### config.mk
export PLATFORM = sky130hd
export DESIGN_NAME = wdt_supervisor
export DESIGN_NICKNAME = d
export VERILOG_FILES = /design/src/rtl/wdt_sup_pkg.sv /design/src/rtl/wdt_sup_sync.sv /design/src/rtl/wdt_sup_debounce.sv /design/src/rtl/wdt_sup_watchdog.sv /design/src/rtl/wdt_supervisor.sv
export SDC_FILE = /design/constraint.sdc
export NUM_CORES = 1
export LEC_CHECK = 0
export BUFFER_PORTS_ARGS = -buffer_cell sky130_fd_sc_hd__buf_2
export CAP_MARGIN = 15
export CORE_MARGIN = 2
export CORE_UTILIZATION = 55
export CTS_CLUSTER_SIZE = 14
export DETAILED_ROUTE_END_ITERATION = 8
export GPL_ROUTABILITY_DRIVEN = 0
export HOLD_SLACK_MARGIN = 0.06
export PLACE_DENSITY = 0.7
export SLEW_MARGIN = 25
export SYNTH_ARGS = -nofsm -noshare
export SYNTH_HDL_FRONTEND = slang
export SYNTH_SLANG_ARGS = --single-unit
### constraint.sdc
create_clock -name clk -period 2.7 [get_ports clk]
set_input_delay 0.27 -clock clk [delete_from_list [all_inputs] [get_ports clk]]
set_output_delay 0.27 -clock clk [all_outputs]
set_load 0.02 [all_outputs]
### src/rtl/wdt_sup_pkg.sv
package wdt_sup_pkg;

   typedef enum logic [1:0] {
      WD_SEL_SHORT = 2'b00,
      WD_SEL_MID   = 2'b01,
      WD_SEL_LONG  = 2'b10
   } wd_sel_e;

   function automatic int max3(input int a, input int b, input int c);
      int m;
      m = (a > b) ? a : b;
      return (m > c) ? m : c;
   endfunction

endpackage

### src/rtl/wdt_sup_sync.sv
module wdt_sup_sync #(
   parameter int   STAGES    = 2,
   parameter logic RESET_VAL = 1'b1
) (
   input  logic clk,
   input  logic arst_n,
   input  logic din,
   output logic dout
);

   generate
      if (STAGES < 1) begin : g_bad_stages
         $error("wdt_sup_sync: STAGES must be at least 1");
      end
   endgenerate

   logic [STAGES-1:0] chain_q;

   generate
      if (STAGES == 1) begin : g_single
         always_ff @(posedge clk or negedge arst_n) begin
            if (!arst_n) chain_q <= RESET_VAL;
            else         chain_q <= din;
         end
      end else begin : g_multi
         always_ff @(posedge clk or negedge arst_n) begin
            if (!arst_n) chain_q <= {STAGES{RESET_VAL}};
            else         chain_q <= {chain_q[STAGES-2:0], din};
         end
      end
   endgenerate

   assign dout = chain_q[STAGES-1];

endmodule

### src/rtl/wdt_sup_debounce.sv
module wdt_sup_debounce #(
   parameter int DEBOUNCE_TICKS = 10
) (
   input  logic clk,
   input  logic arst_n,
   input  logic tick,
   input  logic btn_sync_n,
   output logic press_req
);

   localparam int CW = $clog2(DEBOUNCE_TICKS + 1);

   generate
      if (DEBOUNCE_TICKS < 1 || DEBOUNCE_TICKS >= 20) begin : g_bad_deb
         $error("wdt_sup_debounce: DEBOUNCE_TICKS must lie in 1..19 so a 20-tick press is caught");
      end
   endgenerate

   logic [CW-1:0] low_cnt;

   always_ff @(posedge clk or negedge arst_n) begin
      if (!arst_n) begin
         low_cnt <= '0;
      end else if (btn_sync_n) begin
         low_cnt <= '0;
      end else if (tick && low_cnt != CW'(DEBOUNCE_TICKS)) begin
         low_cnt <= low_cnt + 1'b1;
      end
   end

   assign press_req = (low_cnt == CW'(DEBOUNCE_TICKS)) && !btn_sync_n;

   AST_DEB_RELEASE_CLEARS: assert property (@(posedge clk) disable iff (!arst_n)
      btn_sync_n |=> (low_cnt == '0));
   AST_DEB_SATURATES: assert property (@(posedge clk) disable iff (!arst_n)
      low_cnt <= CW'(DEBOUNCE_TICKS));

endmodule

### src/rtl/wdt_sup_watchdog.sv
module wdt_sup_watchdog
   import wdt_sup_pkg::*;
#(
   parameter int SHORT_TICKS = 150,
   parameter int MID_TICKS   = 610,
   parameter int LONG_TICKS  = 1200
) (
   input  logic       clk,
   input  logic       arst_n,
   input  logic       tick,
   input  logic       in_reset,
   input  logic       strobe_sync,
   input  logic [1:0] sel,
   output logic       bite
);

   localparam int MAXP = max3(SHORT_TICKS, MID_TICKS, LONG_TICKS);
   localparam int WW   = $clog2(MAXP + 1);

   generate
      if (SHORT_TICKS < 2 || MID_TICKS < 2 || LONG_TICKS < 2) begin : g_bad_period
         $error("wdt_sup_watchdog: every period must be at least 2 ticks");
      end
   endgenerate

   logic [WW-1:0] limit;
   logic [WW-1:0] wd_cnt;
   logic          strobe_prev;
   logic          strobe_fall;

   always_comb begin
      case (sel)
         WD_SEL_SHORT: limit = WW'(SHORT_TICKS);
         WD_SEL_MID:   limit = WW'(MID_TICKS);
         default:      limit = WW'(LONG_TICKS);
      endcase
   end

   always_ff @(posedge clk or negedge arst_n) begin
      if (!arst_n) strobe_prev <= 1'b1;
      else         strobe_prev <= strobe_sync;
   end

   assign strobe_fall = strobe_prev && !strobe_sync;
   assign bite        = !in_reset && tick && (wd_cnt >= limit - 1'b1);

   always_ff @(posedge clk or negedge arst_n) begin
      if (!arst_n) begin
         wd_cnt <= '0;
      end else if (in_reset || bite || strobe_fall) begin
         wd_cnt <= '0;
      end else if (tick) begin
         wd_cnt <= wd_cnt + 1'b1;
      end
   end

   AST_WD_CLEAR_IN_RESET: assert property (@(posedge clk) disable iff (!arst_n)
      in_reset |=> (wd_cnt == '0));
   AST_WD_HOLD_WITHOUT_TICK: assert property (@(posedge clk) disable iff (!arst_n)
      (!tick && !in_reset && !strobe_fall) |=> $stable(wd_cnt));
   AST_WD_FALL_RESTARTS: assert property (@(posedge clk) disable iff (!arst_n)
      (strobe_fall && !in_reset) |=> (wd_cnt == '0));

endmodule

### src/rtl/wdt_supervisor.sv
module wdt_supervisor #(
   parameter int STRETCH_TICKS  = 250,
   parameter int DEBOUNCE_TICKS = 10,
   parameter int WD_SHORT_TICKS = 150,
   parameter int WD_MID_TICKS   = 610,
   parameter int WD_LONG_TICKS  = 1200,
   parameter int SYNC_STAGES    = 2
) (
   input  logic       clk,
   input  logic       arst_n,
   input  logic       tick_1ms,
   input  logic       supply_ok,
   input  logic       pb_n,
   input  logic       strobe,
   input  logic [1:0] wd_sel,
   output logic       reset_hi,
   output logic       reset_lo_n
);

   localparam int SW = $clog2(STRETCH_TICKS + 1);

   generate
      if (STRETCH_TICKS < 2) begin : g_bad_stretch
         $error("wdt_supervisor: STRETCH_TICKS must be at least 2");
      end
   endgenerate

   logic          pb_sync_n;
   logic          strobe_sync;
   logic          press_req;
   logic          bite;
   logic          src;
   logic          active;
   logic [SW-1:0] stretch_cnt;

   wdt_sup_sync #(.STAGES(SYNC_STAGES), .RESET_VAL(1'b1)) u_sync_pb (
      .clk(clk), .arst_n(arst_n), .din(pb_n), .dout(pb_sync_n)
   );

   wdt_sup_sync #(.STAGES(SYNC_STAGES), .RESET_VAL(1'b1)) u_sync_st (
      .clk(clk), .arst_n(arst_n), .din(strobe), .dout(strobe_sync)
   );

   wdt_sup_debounce #(.DEBOUNCE_TICKS(DEBOUNCE_TICKS)) u_deb (
      .clk(clk), .arst_n(arst_n), .tick(tick_1ms),
      .btn_sync_n(pb_sync_n), .press_req(press_req)
   );

   wdt_sup_watchdog #(
      .SHORT_TICKS(WD_SHORT_TICKS), .MID_TICKS(WD_MID_TICKS), .LONG_TICKS(WD_LONG_TICKS)
   ) u_wd (
      .clk(clk), .arst_n(arst_n), .tick(tick_1ms), .in_reset(active),
      .strobe_sync(strobe_sync), .sel(wd_sel), .bite(bite)
   );

   assign src = !supply_ok || press_req || bite;

   always_ff @(posedge clk or negedge arst_n) begin
      if (!arst_n) begin
         active      <= 1'b1;
         stretch_cnt <= '0;
      end else if (src) begin
         active      <= 1'b1;
         stretch_cnt <= '0;
      end else if (active && tick_1ms) begin
         if (stretch_cnt == SW'(STRETCH_TICKS - 1)) begin
            active      <= 1'b0;
            stretch_cnt <= '0;
         end else begin
            stretch_cnt <= stretch_cnt + 1'b1;
         end
      end
   end

   assign reset_hi   = active;
   assign reset_lo_n = !active;

   AST_SUPPLY_LOW_HOLDS: assert property (@(posedge clk) disable iff (!arst_n)
      !supply_ok |=> reset_hi);
   AST_SOURCE_RESTARTS: assert property (@(posedge clk) disable iff (!arst_n)
      src |=> (active && stretch_cnt == '0));
   AST_RELEASE_FULL_COUNT: assert property (@(posedge clk) disable iff (!arst_n)
      $fell(active) |-> ($past(stretch_cnt) == SW'(STRETCH_TICKS - 1)));
   AST_RELEASE_NEEDS_TICK: assert property (@(posedge clk) disable iff (!arst_n)
      $fell(active) |-> $past(tick_1ms));

endmodule

# Yosys cells after proc, flatten, opt, wreduce, memory -nomap -nowiden
# Index checks and enable logic that the tools add are counted.
# word_totals
word_cells	47
reg_bits	29
input_bits	8
# op_classes
mux	11
n_eq_ne	4
n_lt_le_gt_ge	1
add_sub_neg	4
reduce_logical	20
# ops
cell	n
$mux 8	3
$mux 11	2
$pmux 11 s2	1
$add 11x1->11 const B	1
$ge 11x11->1	1
$sub 11x1->11 const B	1
$add 8x1->8 const B	1
$eq 8x8->1 const B	1
$mux 4	2
$reduce_bool 2->1	4
$logic_and 1x1->1	6
$add 4x1->4 const B	1
$eq 4x4->1 const B	1
$logic_not 1->1	4
$logic_or 1x1->1	4
$ne 4x4->1 const B	1
$mux 1	3
$eq 2x1->1 const B	1
$logic_not 2->1	1
$reduce_and 2->1	1

# Logic depth before layout (Yosys ltp)
# Gate-level depths: netlist (run 1).
# logic_depth
word_depth	8
depth_mapped	9
depth_no_buf	8

# Hierarchy
# A second synthesis (run 1) with hierarchy kept.
# unflattened
cells_unflattened	172
area_unflattened_um2	1662.8
# by_module_without_submodules
module	cells_each	instances	area_per_inst_um2
wdt_sup_watchdog	92	1	827.0
wdt_supervisor	51	1	486.7
wdt_sup_debounce	25	1	244.0
wdt_sup_sync	2	2	52.6

# Worst setup path before layout (run 1)
# OpenSTA, ideal clock, no wires.
# synth_path
path_type	in2reg
startpoint	input port wd_sel[0]
endpoint	register u_wd.wd_cnt[1]
cell_stages	8
setup_slack_ns	0.610
t_required_ns	2.628
setup_time_ns	0.072
arrival_ns	2.018
path_buffers	1
path_cell_list	or2_2 > ha_1 > a21oi_1 > o21ai_2 > a2111oi_4 > o221ai_2 > buf_2 > nor2_1
# synth_between
elab_chain_len	8
elab_cells_between_ends	10
cone_classes	add/sub: 1; order compare: 1; eq/ne: 1; mux: 2; reduce/logical: 5
# synth_lines
item	line_no	rtl
from (decl)	wdt_supervisor.sv:15	input logic [1:0] wd_sel,
$eq 2x1->1 or $logic_not 2->1 (tied branches)	wdt_sup_watchdog.sv:32	case (sel)
$pmux 11 s2 (*)	wdt_sup_watchdog.sv:32	
$sub 11x1->11 (*)	wdt_sup_watchdog.sv:45	assign bite = !in_reset && tick && (wd_cnt >= limit - 1'b1);
$ge 11x11->1 (*)	wdt_sup_watchdog.sv:45	
$logic_and 1x1->1 (*)	wdt_sup_watchdog.sv:45	
$logic_or 1x1->1 (*) (2 in series)	wdt_sup_watchdog.sv:50	end else if (in_reset || bite || strobe_fall) begin
$mux 11 or $reduce_bool 2->1 (tied branches)	--	
to (signal assigned)	wdt_sup_watchdog.sv:53	wd_cnt <= wd_cnt + 1'b1;
to (decl)	wdt_sup_watchdog.sv:27	logic [WW-1:0] wd_cnt;
# Mark *: on every way between the ends. The rest lies on a longest branch, timed or not.
# A chain may end at the register's enable or synchronous reset.

# Worst setup path in the final report (run 1)
# layout_path
startpoint	register u_wd.wd_cnt[6]
endpoint	register u_wd.wd_cnt[8]
# layout_between
elab_chain_len	5
elab_cells_between_ends	8
cone_classes	add/sub: 1; order compare: 1; mux: 2; reduce/logical: 4
# layout_lines
item	line_no
$ge 11x11->1	wdt_sup_watchdog.sv:45
$logic_and 1x1->1	wdt_sup_watchdog.sv:45
$logic_or 1x1->1 (2 in series)	wdt_sup_watchdog.sv:50
$mux 11 or $reduce_bool 2->1 (tied branches)	--
# Parallel ways exist; a longest one is shown, timed or not. The select of a mux whose other input is x is not followed.

==> results.cfg, run 1 <==
[power]
max-vdd-ir-drop_uv = 289.1
total_power_mw = 0.7773
p_leak_nw = 0.8572
p_per_area_nw_per_um2 = 419.7

[yosys]
synth_area_um2 = 1697
netlist_top_cells_area = dfrtp_1, ha_1, dfstp_2
yosysWarnings = 0
synth_top_area_share = 0.3392
ys_seq_elements = 29
yosysTopAreaCell = dfrtp_1
yosysUniqueCellTypes = 35
syn_avg_cell_area_um2 = 9.864
syn_inst = 172
syn_nets = 195
seq_area_frac_synth = 0.4322

[clock_network]
clockBufferDepth = 2
cts_root_buffer = clkbuf_4
cts_made_buffers = 5
cts_max_level = 2
cts_resized = 0
cts_setup_buffers = 0
clkLatencyLatePin_ns = 0.33
cts_tree = yes
cts_hold_buf = 3
clk_pin_slew_ns = 0.09
cts_sinks = 29

[drt]
ant_nets = 0
drc_errors = 0
routed_via_density = 5.977
drt-total-wl_um = 3242
drtIter0Drc = 57
avgRoutedWirePerCell_um = 14.60
drtPass1Iterations = 4
vias = 1327

[floorplan]
core.rowCount = 20
die_area_um2 = 3545
die_w_um = 59.54
coreArea_um2 = 3003
start_util = 0.5650
die_y_um = 59.54
io_pins = 10

[run_status]
outcome = complete, no violations

[grt]
grt_pass1_wl_um = 5816
grt.overflow.total = 0
grt_pass1_vias = 1294
grt_max_degree = 30
antenna_found_initial = 0
grtUsageTotal = 0.2260

[layout]
fin_nets = 211
drive_gt1_frac = 0.1534
utilization = 0.6167
final_cell_area_um2 = 1852
areaGrowthSynthToFinish_pct = 9.145
num_antenna_cells = 0

[setup_path]
endpoint_kind = flip-flop
cp.required_ns = 2.95
crit_path_start_kind = flip-flop
cp_max_fo = 11
crit_type = reg2reg
crit_arrival_ns = 2.46

[placement]
placed_area_um2 = 1770
hpwl_um = 2331
port_buffers = 9

[worst_hold_path]
hold_class = reg2reg

[timing]
slew_headroom = 0.5845
period_needed_ns = 2.206
setup_tns_ns = 0
rsz0062_at_grt = false
worst_pin_slew_ns = 0.6190
period_share = 0.8171
clock.fmax_ghz = 0.4533
hold_violations = 0
skew_ns = 0.004083
slew_violations = 0
setup_violations = 0
whs_ns = 0.3606

[run]
max_cap_viol_count = 0
==> worst max-delay path, stage by stage (launching register included) <==
cell	delay [ns]
dfrtp_1	0.45
ha_1	0.36
a21oi_2	0.15
o21ai_2	0.08
a2111oi_4	0.58
o221ai_2	0.34
nor2_1	0.18
==> layout make-up <==
| type | instances | area, um2 |
|---|---|---|
| Clock buffer | 6 | 41.29 |
| Clock inverter | 2 | 10.01 |
| Fill cell | 270 | 1151 |
| Inverter | 12 | 45.04 |
| Multi-Input combinational cell | 128 | 905.9 |
| Sequential cell | 29 | 733.2 |
| Tap cell | 33 | 41.29 |
| Timing Repair Buffer | 12 | 75.07 |
==> kinds of logic (layout without fill, tap and decap cells) <==
logic type / after synthesis / after routing / share of synthesized area
simple gates: 56 / 56 / 0.1615
compound gates: 41 / 41 / 0.1807
flops: 29 / 29 / 0.4322
fa+ha+maj: 15 / 15 / 0.1106
buf+inv: 15 / 32 / 0.03392
xor+xnor: 13 / 13 / 0.06711
mux: 2 / 2 / 0.01180
other cells: 1 / 1 / 0.002210
==> layer usage <==
metal,share of wire,track usage,up-vias
met3,0.052,0.06550,6
met1,0.46,0.2973,633
li1,-,-,654
met2,0.47,0.3454,34
met5,0,0,-
met4,0.018,0.1016,0
==> final timing paths <==
kind	from	end	slack (ns)	cells past startpoint
worst max-delay path	u_wd.wd_cnt[6]	u_wd.wd_cnt[8]	0.49	6
worst min-delay path	u_sync_pb.chain_q[0]	u_sync_pb.chain_q[1]	0.36	0
worst max register to register	u_wd.wd_cnt[6]	u_wd.wd_cnt[8]	0.49	6
worst min register to register	u_sync_pb.chain_q[0]	u_sync_pb.chain_q[1]	0.36	0
max in group asynchronous	arst_n	u_wd.wd_cnt[5]	1.81	2
min in group asynchronous	arst_n	u_wd.wd_cnt[4]	0.49	2
==> sequential cells by signal (all words and copies together) (netlist names) <==
| name | cells |
|---|---|
| u_wd.strobe_prev | 1 |
| reset_hi | 1 |
| stretch_cnt | 8 |
| u_deb.low_cnt | 4 |
| u_sync_st.chain_q | 2 |
| u_wd.wd_cnt | 11 |
| u_sync_pb.chain_q | 2 |
==> synth_stat cells <==
library cell,number
a21oi_2,1
o311ai_0,3
a211oi_1,5
nand2_1,10
o21ai_0,5
a211oi_2,2
nor2b_1,2
a31oi_1,4
o221ai_2,1
o21ai_2,1
nor2_1,21
and4_1,1
o31ai_1,1
nand3_1,4
dfstp_2,6
nand3b_1,1
o21a_1,2
xor2_1,10
dfrtp_1,23
nand4_1,12
and3b_1,1
ha_1,15
conb_1,1
a41oi_1,2
buf_2,1
inv_1,12
or2_2,1
xnor2_1,3
a21oi_1,11
clkbuf_1,2
o21ai_1,1
a2111oi_4,1
mux2i_1,2
and3_1,3
a21o_1,1
==> per-stage QoR <==
stage / std cells / setup WS, ns
global route: 222 / 0.2797
floorplan: 172 / 0.6099
detailed placement: 211 / 0.2867
finish: 222 / 0.4939
CTS: 222 / 0.4995
global placement: 211 / 0.3523
==> layout by cell type, fill, tap and decap left out, drive strengths merged, types with 2 or more instances in the layout <==
cell type | netlist | routed
a211oi | 7 | 7
a21oi | 12 | 12
a31oi | 4 | 4
a41oi | 2 | 2
and3 | 3 | 3
buf | 1 | 9
clkbuf | 2 | 6
clkinv | 0 | 2
dfrtp | 23 | 23
dfstp | 6 | 6
dlygate4sd3 | 0 | 3
ha | 15 | 15
inv | 12 | 12
mux2i | 2 | 2
nand2 | 10 | 10
nand3 | 4 | 4
nand4 | 12 | 12
nor2 | 21 | 21
nor2b | 2 | 2
o21a | 2 | 2
o21ai | 7 | 7
o311ai | 3 | 3
xnor2 | 3 | 3
xor2 | 10 | 10
==> power breakdown <==
part / internal, mW / leakage (nW) / switching (mW)
clock network: 0.0989 / 0.0320 / 0.148
registers: 0.450 / 0.381 / 0.0122
logic: 0.0261 / 0.444 / 0.0424
total: 0.575 / 0.857 / 0.203
No activity file was read; power rests on OpenSTA's default activity.
==> inputs of run 2 (changes only) <==
--- a/config.mk
+++ b/config.mk
@@ -8,12 +8,12 @@
 export BUFFER_PORTS_ARGS = -buffer_cell sky130_fd_sc_hd__buf_2
 export CAP_MARGIN = 15
 export CORE_MARGIN = 2
-export CORE_UTILIZATION = 55
+export CORE_UTILIZATION = 54
 export CTS_CLUSTER_SIZE = 14
 export DETAILED_ROUTE_END_ITERATION = 8
 export GPL_ROUTABILITY_DRIVEN = 0
 export HOLD_SLACK_MARGIN = 0.06
-export PLACE_DENSITY = 0.7
+export PLACE_DENSITY = 0.72
 export SLEW_MARGIN = 25
 export SYNTH_ARGS = -nofsm -noshare
 export SYNTH_HDL_FRONTEND = slang
==> constraint.sdc (replaced) <==
create_clock -name clk -period 1.97 [get_ports clk]
set_input_delay 0.197 -clock clk [delete_from_list [all_inputs] [get_ports clk]]
set_output_delay 0.197 -clock clk [all_outputs]
set_load 0.02 [all_outputs]
==> run 2 against run 1 <==
Total power grew 60%. Core utilization increased by 8.6 points. Clock skew grew 0.012 ns. Hold slack got worse by 0.11 ns. Sequential cell count did not move. Clock power is 100% higher. Critical path depth rose by 2. Sequential power increased by 37%. Global-route usage is 0.26 points lower.
==> results.cfg, run 2 (synthesis gave the netlist of run 1 again) <==
[layout]
stdcell_count = 252
final_cell_mix = dfrtp_1, nor2_1, buf_4, nand4_1
fin_nets = 230
reg_top3 = u_wd.wd_cnt (11), stretch_cnt (8), u_deb.low_cnt (4)
final_common_cell = dfrtp_1
areaGrowthSynthToFinish_pct = 25.44
regMostFlops = u_wd.wd_cnt
largest_register_ffs = 11
num_antenna_cells = 0
drive_gt1_frac = 0.2788

[drt]
drtPass1Iterations = 5
drtIter0Drc = 68
avgRoutedWirePerCell_um = 14.40
vias = 1427
ant_nets = 0
routed_via_density = 5.663
drt-total-wl_um = 3629
drc_errors = 0

[setup_path]
crit_type = reg2reg
rr_startpoint = u_wd.wd_cnt[10]
endpoint_kind = flip-flop
critPathMaxStageDelay_ns = 0.41
cp.required_ns = 2.23
timing.rr.end = u_wd.wd_cnt[5]
crit_path_cell_trace = ha_1 -> nand4_1 -> inv_2 -> a2111oi_4 -> buf_6 -> o221ai_4 -> buf_4 -> nor2_1
crit_path_start_kind = flip-flop
cp.buffers_inverters = 3
cp_slowest_cell = dfrtp_1
ff2ff_path_depth = 8
setup.worst_path.start = u_wd.wd_cnt[10]
cp_max_fo = 7
crit_family = compound AO/OA/AOI/OAI gates
ff2ff_setup_slack_ns = 0.06
crit_arrival_ns = 2.17

[grt]
grt_max_degree = 30
grt_pass1_wl_um = 5968
grt.overflow.total = 0
top_usage_layer = met2
use_met3 = 0.05195
grt_use_met2 = 0.3463
grtUsageTotal = 0.2234
antenna_found_initial = 0
grt_pass1_vias = 1339
grt_use_met1 = 0.3057

[clock_network]
cts_tree = yes
cts_root_buffer = clkbuf_4
cts_made_buffers = 5
cts_sinks = 29
clk_pin_slew_ns = 0.09
clockBufferDepth = 2
clkLatencyLatePin_ns = 0.33
cts_max_level = 2

[timing]
hold_violations = 0
period_needed_ns = 1.906
skew_ns = 0.01627
setup_tns_ns = 0
slew_violations = 0
worst_pin_slew_ns = 0.6233
period_share = 0.9677
setup_violations = 0
clock.fmax_ghz = 0.5246
slew_headroom = 0.5844
whs_ns = 0.2512

[run]
max_cap_viol_count = 0

[floorplan]
die_area_um2 = 3606
coreArea_um2 = 3028
io_pins = 10
die_y_um = 60.05
start_util = 0.5603
core.rowCount = 20
die_w_um = 60.05

[placement]
port_buffers = 9
hpwl_um = 2532
place_inst = 238

[worst_hold_path]
hold_class = in2reg
holdPathEnd = stretch_cnt[0]
hold_start = tick_1ms
min_path_cells = 2

[power]
p_per_area_nw_per_um2 = 586.1
max-vdd-ir-drop_uv = 426.4
p_leak_nw = 0.9675

[run_status]
outcome = complete, no violations
## run 2: where the power goes
group / switching [mW] / total [mW] / internal [mW]
combinational: 0.0642 / 0.110 / 0.0456
sequential: 0.0179 / 0.634 / 0.616
clock: 0.201 / 0.503 / 0.303
## run 2: repair_timing
action / in CTS / in global routing
hold endpoints to repair: 25 / 0
setup buffers: 0 / 2
hold buffers: 3 / 0
setup endpoints to repair: 0 / 19
resized for setup: 0 / 15
## run 2: final cells by class
type,instances,area [um2]
inverters,12,45.04
multi-input cells,128,984.7
clock inverters,1,30.03
fillers,235,899.6
flip-flops and latches,29,733.2
clock buffers,7,55.05
well taps,44,55.05
repair buffers,31,225.2
## run 2: how the worst max path moves through the flow
stage                           to  depth (start not counted)
finish              u_wd.wd_cnt[5]                          8
global route        u_wd.wd_cnt[3]                          8
CTS                 u_wd.wd_cnt[7]                          8
detailed placement  u_wd.wd_cnt[5]                         11
global placement    u_wd.wd_cnt[5]                         11
floorplan           u_wd.wd_cnt[1]                          8
## run 2: through the flow
| stage | cell area, um2 | setup slack, ns | util | power, mW |
|---|---|---|---|---|
| finish | 2128 | 0.06363 | 0.7029 | 1.247 |
| global route | 2128 | -0.02261 | 0.7029 | 1.307 |
| CTS | 2019 | 0.008621 | 0.6669 | 1.255 |
| detailed placement | 1904 | -0.1568 | 0.6289 | 0.7428 |
| global placement | 1904 | -0.1311 | 0.6289 | 0.7381 |
| floorplan | 1697 | 0.006226 | - | 0.6984 |
## run 2: per-layer routing
layer | part of all wire | routed length (um) | up-vias
met3 | 0.047 | 171 | 6
met4 | 0.0094 | 34 | 0
met2 | 0.49 | 1781 | 48
met5 | 0 | 0 | -
met1 | 0.45 | 1642 | 682
li1 | - | - | 691
